### config.mk
export PLATFORM = sky130hd
export DESIGN_NAME = sercomm_ctrl
export DESIGN_NICKNAME = d
export VERILOG_FILES = /design/src/rtl/sercomm_pkg.sv /design/src/rtl/sercomm_ctl_reg.sv /design/src/rtl/sercomm_flag.sv /design/src/rtl/sercomm_irq.sv /design/src/rtl/sercomm_ctrl.sv
export SDC_FILE = /design/constraint.sdc
export NUM_CORES = 1
export LEC_CHECK = 0
export BUFFER_PORTS_ARGS = -buffer_cell sky130_fd_sc_hd__buf_2
export CORE_MARGIN = 2
export CORE_UTILIZATION = 42
export CTS_CLUSTER_DIAMETER = 80
export DETAILED_ROUTE_END_ITERATION = 8
export PLACE_DENSITY = 0.7
export SKIP_LAST_GASP = 1
export SLEW_MARGIN = 20
export SYNTH_ARGS = -nofsm -noshare
export SYNTH_HDL_FRONTEND = slang
export SYNTH_HIERARCHICAL = 1
export SYNTH_SLANG_ARGS = --single-unit
### constraint.sdc
create_clock -name clk -period 3.4 [get_ports clk]
set_input_delay 0.51 -clock clk [delete_from_list [all_inputs] [get_ports clk]]
set_output_delay 0.51 -clock clk [all_outputs]
set_load 0.02 [all_outputs]
### src/rtl/sercomm_pkg.sv
package sercomm_pkg;
  localparam int BYTE_W  = 8;
  localparam int N_FLAGS = 5;
  localparam int CTL_ADDR  = 0;
  localparam int STAT_ADDR = 1;

  // Flag index i sits at status bit (BYTE_W-1-i).
  localparam int F_TXE = 0;
  localparam int F_RXF = 1;
  localparam int F_OVR = 2;
  localparam int F_FRM = 3;
  localparam int F_PAR = 4;

  typedef struct packed {
    logic tx_irq_en;
    logic rx_irq_en;
    logic tx_en;
    logic rx_en;
  } ctl_t;

  function automatic int stat_bit(input int idx);
    return BYTE_W - 1 - idx;
  endfunction
endpackage

### src/rtl/sercomm_ctl_reg.sv
module sercomm_ctl_reg
  import sercomm_pkg::*;
(
  input  logic       clk,
  input  logic       rst_n,
  input  logic       wr_en,
  input  logic [3:0] wbits,
  output ctl_t       ctl
);
  always_ff @(posedge clk) begin
    if (!rst_n)     ctl <= '0;
    else if (wr_en) ctl <= ctl_t'(wbits);
  end
endmodule

### src/rtl/sercomm_flag.sv
module sercomm_flag #(
  parameter bit RESET_VAL = 1'b0
) (
  input  logic clk,
  input  logic rst_n,
  input  logic set_i,
  input  logic pin_i,
  input  logic rd_i,
  input  logic clr_i,
  output logic flag_o
);
  logic flag_q, arm_q, flag_d, arm_d;

  always_comb begin
    flag_d = flag_q;
    if (pin_i || set_i)              flag_d = 1'b1;
    else if (clr_i && arm_q && flag_q) flag_d = 1'b0;
    // An armed read is consumed by any clear attempt on this bit.
    arm_d = flag_d && !clr_i && (arm_q || (rd_i && flag_q));
  end

  always_ff @(posedge clk) begin
    if (!rst_n) begin
      flag_q <= RESET_VAL;
      arm_q  <= 1'b0;
    end else begin
      flag_q <= flag_d;
      arm_q  <= arm_d;
    end
  end

  assign flag_o = flag_q;
endmodule

### src/rtl/sercomm_irq.sv
module sercomm_irq
  import sercomm_pkg::*;
(
  input  logic               clk,
  input  logic               rst_n,
  input  ctl_t               ctl,
  input  logic [N_FLAGS-1:0] flags,
  output logic               irq_tx,
  output logic               irq_rx,
  output logic               irq_err
);
  always_ff @(posedge clk) begin
    if (!rst_n) begin
      irq_tx  <= 1'b0;
      irq_rx  <= 1'b0;
      irq_err <= 1'b0;
    end else begin
      irq_tx  <= ctl.tx_irq_en & flags[F_TXE];
      irq_rx  <= ctl.rx_irq_en & flags[F_RXF];
      irq_err <= ctl.rx_irq_en & (flags[F_OVR] | flags[F_FRM] | flags[F_PAR]);
    end
  end
endmodule

### src/rtl/sercomm_ctrl.sv
module sercomm_ctrl
  import sercomm_pkg::*;
#(
  parameter int ADDR_W = 2
) (
  input  logic              clk,
  input  logic              rst_n,
  input  logic              reg_rd,
  input  logic              reg_wr,
  input  logic [ADDR_W-1:0] reg_addr,
  input  logic [BYTE_W-1:0] reg_wdata,
  output logic [BYTE_W-1:0] reg_rdata,
  input  logic              tx_done,
  input  logic              rx_start,
  input  logic              rx_done,
  input  logic              rx_ferr,
  input  logic              rx_perr,
  output logic              tx_go,
  output logic              rx_go,
  output logic              irq_tx,
  output logic              irq_rx,
  output logic              irq_err
);
  localparam int CTL_W = $bits(ctl_t);

  logic sel_ctl, sel_stat, stat_rd, stat_wr;
  ctl_t ctl_q;
  logic [N_FLAGS-1:0] flags, flag_set, flag_pin;
  logic [BYTE_W-1:0]  stat_byte;
  logic rx_evt, txe_d1;
  logic unused_wbits;

  assign sel_ctl  = (reg_addr == ADDR_W'(CTL_ADDR));
  assign sel_stat = (reg_addr == ADDR_W'(STAT_ADDR));
  assign stat_rd  = reg_rd & sel_stat;
  assign stat_wr  = reg_wr & sel_stat;
  assign unused_wbits = ^reg_wdata[BYTE_W-N_FLAGS-1:0];

  sercomm_ctl_reg u_ctl (
    .clk   (clk),
    .rst_n (rst_n),
    .wr_en (reg_wr & sel_ctl),
    .wbits (reg_wdata[BYTE_W-1 -: CTL_W]),
    .ctl   (ctl_q)
  );

  // Event sources for each flag.
  assign rx_evt = rx_done & ctl_q.rx_en;
  always_comb begin
    flag_set = '0;
    flag_pin = '0;
    flag_set[F_TXE] = tx_done;
    flag_pin[F_TXE] = ~ctl_q.tx_en;
    flag_set[F_OVR] = rx_evt &  flags[F_RXF];
    flag_set[F_RXF] = rx_evt & ~flags[F_RXF] & ~rx_ferr & ~rx_perr;
    flag_set[F_FRM] = rx_evt & ~flags[F_RXF] &  rx_ferr;
    flag_set[F_PAR] = rx_evt & ~flags[F_RXF] &  rx_perr;
  end

  for (genvar i = 0; i < N_FLAGS; i++) begin : g_flag
    sercomm_flag #(.RESET_VAL(i == F_TXE)) u_flag (
      .clk    (clk),
      .rst_n  (rst_n),
      .set_i  (flag_set[i]),
      .pin_i  (flag_pin[i]),
      .rd_i   (stat_rd),
      .clr_i  (stat_wr & ~reg_wdata[stat_bit(i)]),
      .flag_o (flags[i])
    );
  end

  always_comb begin
    stat_byte = '0;
    for (int i = 0; i < N_FLAGS; i++) stat_byte[stat_bit(i)] = flags[i];
  end

  always_comb begin
    if (sel_ctl)       reg_rdata = {ctl_q, {(BYTE_W-CTL_W){1'b0}}};
    else if (sel_stat) reg_rdata = stat_byte;
    else               reg_rdata = '0;
  end

  always_ff @(posedge clk) begin
    if (!rst_n) txe_d1 <= 1'b1;
    else        txe_d1 <= flags[F_TXE];
  end

  assign tx_go = txe_d1 & ~flags[F_TXE] & ctl_q.tx_en;
  assign rx_go = rx_start & ctl_q.rx_en;

  sercomm_irq u_irq (
    .clk     (clk),
    .rst_n   (rst_n),
    .ctl     (ctl_q),
    .flags   (flags),
    .irq_tx  (irq_tx),
    .irq_rx  (irq_rx),
    .irq_err (irq_err)
  );
endmodule

==> out/summary.md <==
* g_flag[4].u_flag/arm_q$_SDFF_PN0_ — capture instance of the worst register-to-register path
* 290 ps — clock latency on the worst-skew pair
* 15.6% — overall routing resource usage
* 2 — hold depth
* 8 — drt initial violations
* 0 — number of antenna violations at the first check in global routing
* 2890 ps — required time reported for the critical path endpoint
* 6 — Yosys warning total
* sky130_fd_sc_hd__clkbuf_4 — buffer cell driving the clock tree root
* 25.6% — fraction of layout cells with a size suffix above 1
* 16 — total number of placement rows
* reg -> out — startpoint-to-endpoint class of the critical path
* 1940 um^2 — Core Footprint
* 145 — nets
* 1350 um — HPWL reported at the end of detailed placement
* 11.6 um — drt wl/cell
* 49.2% — ratio of final minimum period to clock period
* 0 — DRC
* 1670 ps — clock period minus worst slack
* 49.3 um — die span in x
* u_ctl/ctl[0]$_SDFFE_PN0P_ — startpoint of the lowest-slack register-to-register path
* 0.489 nW — static leakage
* 2 — number of buffers on the longest clock path
* 3 — detailed-routing iteration count for the pre-antenna-repair pass
* 44.9% — Slew HR
* 2430 um^2 — area enclosed by the die boundary
* 41.8% — post-synth top area share
* 18 — flip-flop and latch count after synthesis
* 13.0% — combinational cell fraction of total power
* finished clean — run status
* 0 — number of setup violations in the final report
* 0 — maximum capacitance violations
* 32 — I/O Pins
* 91 — synthesized netlist cell count
* 19 — pin count of the biggest net entering global routing
* 0.732 — weighted congestion reported at the end of routability-driven placement
* 0 — count of final hold-check violations
* 9.47 um^2 — mean area per synthesized cell
* 32.2% — part of the total power dissipated in the clock network
* g_flag[0].u_flag/flag_o$_SDFF_PN1_ — hold-critical path endpoint
* no — unrepaired setup endpoints after global routing
* 0 — Routed Antenna Nets
* 49.3 um — die span in y
* 412 ps — tightest hold margin
* 2280 ps — slack of the worst reg-to-reg path
* 21.8% — area added between synthesis and finish
* 0.000308 W — Internal Power
* 18 — clock sink count
* 3 — clock buffers created by TritonCTS
* 0.000104 W — sw power
* output port — CP Capture Type
* 0.308 mV — Max rail drop VDD
* built — TritonCTS clock tree
* 0.598 GHz — highest clock frequency the design can meet
* tx_done — worst hold path startpoint
* 41.8% — sequential-to-total area share from yosys stat
* sky130_fd_sc_hd__dfxtp_1 (42%), sky130_fd_sc_hd__mux2i_1 (9.3%), sky130_fd_sc_hd__o21ai_0 (5.8%) — top post-synthesis cells by area
* 4.73 — vias per inst
* sky130_fd_sc_hd__dfxtp_1 — library cell with the largest summed area after synthesis
* 54.7% — share of power burned in registers
* 25.3% — sw frac
* 393 nW/um^2 — pwr/cell area
* 110 ps — clock slew at the register clock pins of the worst setup and hold paths
* 0 — Hold Buf Count CTS
* 0 — total count of max-transition violations in the final report
* 0 — Antenna Diode Count
* 4 — count of cells along the worst register-to-register path
* 719 — vias after detailed routing
* 1760 um — final routed wirelength across all metal layers
* 1160 ps — signal arrival time at the worst endpoint
* 0 ps — Post-Route Setup TNS
* 8 — maximum net fanout on the critical path
* 2960 um — global-route wire length before repair
* 1 — H-tree levels
* 0 — number of buffers inserted to repair setup after CTS
* 719 — number of global-route vias before repair
* 0 — aggregate global routing overflow
* 23 — Unique masters post-synth
* 25 — number of port buffers
* flip-flop — CP Launch Type
* 0 — post-cts sizing count
* in -> reg — classification of the worst-slack hold path
* 825 ps — Least-Margin Pin Slew
* 2.85 ps — final worst clock skew
* 44.4% — Initial Utilization
* 862 um^2 — combined area of all synthesized cells
==> cell type report <==
class	instances	area, um^2
repair buffers	25	125
multi-input cells	77	490
fillers	197	892
flip-flops and latches	18	360
inverters	1	3.75
clock buffers	4	36.3
well taps	27	33.8
==> power groups by stage <==
| stage | Clock (W) | Combinational, W | Sequential [W] |
|---|---|---|---|
| after floorplan | 0 | 0.0000376 | 0.000229 |
| after global placement | 0 | 0.0000528 | 0.000230 |
| after detailed placement | 0 | 0.0000538 | 0.000231 |
| after CTS | 0.000136 | 0.0000540 | 0.000226 |
| after global routing | 0.000146 | 0.0000599 | 0.000228 |
| final | 0.000133 | 0.0000538 | 0.000226 |
==> layer usage <==
metal | vias up | GRT usage (%) | wire length (um)
met1 | 316 | 18.8 | 816
met4 | 0 | 4.29 | 8
li1 | 379 | - | -
met2 | 22 | 27.9 | 837
met3 | 2 | 3.07 | 97
met5 | - | 0 | 0
==> cell usage in the layout (no fill, tap or decap), types with 4 or more instances in the layout <==
cell type	instances
sky130_fd_sc_hd__mux2i_1	8
sky130_fd_sc_hd__o21ai_0	10
sky130_fd_sc_hd__a21boi_1	4
sky130_fd_sc_hd__buf_2	25
sky130_fd_sc_hd__o31a_1	4
sky130_fd_sc_hd__conb_1	11
sky130_fd_sc_hd__nor2b_1	4
sky130_fd_sc_hd__a21oi_1	5
sky130_fd_sc_hd__nand2b_1	6
sky130_fd_sc_hd__nor3b_1	4
sky130_fd_sc_hd__nor2_1	9
sky130_fd_sc_hd__dfxtp_1	18
==> logic make-up (layout without fill, tap and decap cells) <==
kind of cell	after synthesis	after routing	synth area share, %
and+or+nand+nor	33	33	24.5
AOI/OAI and AO/OA	25	25	18.3
DFF	18	18	41.8
muxes	8	8	9.29
buffers and inverters	6	30	5.66
other	1	11	0.435
==> worst max-delay path by stage <==
stage / cells past startpoint / end / start
after floorplan: 3 / reg_rdata[6] / reg_addr[0]
after global placement: 4 / u_ctl/ctl[0]$_SDFFE_PN0P_ / reg_addr[0]
after CTS: 3 / reg_rdata[6] / g_flag[1].u_flag/flag_o$_SDFF_PN0_
after detailed placement: 4 / u_ctl/ctl[0]$_SDFFE_PN0P_ / reg_addr[0]
final: 3 / reg_rdata[6] / g_flag[1].u_flag/flag_o$_SDFF_PN0_
after global routing: 3 / reg_rdata[6] / g_flag[1].u_flag/flag_o$_SDFF_PN0_
==> critical path, cell delays in order (launching register included) <==
cell                      delay (ps)
sky130_fd_sc_hd__dfxtp_1         470
sky130_fd_sc_hd__mux2i_1         110
sky130_fd_sc_hd__nor2_1          120
sky130_fd_sc_hd__buf_2           180
==> stage by stage <==
| step | setup WS, ps | utilization (%) | total power, W | cell area (um^2) | cells |
|---|---|---|---|---|---|
| after global placement | 1580 | 52.2 | 0.000283 | 1010 | 148 |
| after global routing | 1610 | 54.1 | 0.000434 | 1050 | 152 |
| after CTS | 1740 | 54.1 | 0.000416 | 1050 | 152 |
| after detailed placement | 1560 | 52.2 | 0.000284 | 1010 | 148 |
| final | 1730 | 54.1 | 0.000413 | 1050 | 152 |
| after floorplan | 1860 | - | 0.000267 | 900 | 101 |
==> sequential cells by signal, summed over array words and instances (netlist names) <==
signal                count
g_flag.u_flag/arm_q       5
u_irq/irq_rx              1
g_flag.u_flag/flag_o      5
u_irq/irq_tx              1
u_ctl/ctl                 4
u_irq/irq_err             1
txe_d1                    1
==> synth_stat cells (all sizes together) <==
cell	instances
a21oi	5
o31a	4
buf	5
nor2b	4
conb	1
and2	1
nand3b	1
o311a	1
nand2	1
or4b	1
and3	3
nor2	9
dfxtp	18
mux2i	8
nor4	1
inv	1
nand2b	6
o21ai	10
and3b	2
nor3b	4
a21boi	5
Power figures use the tool's default switching activity.
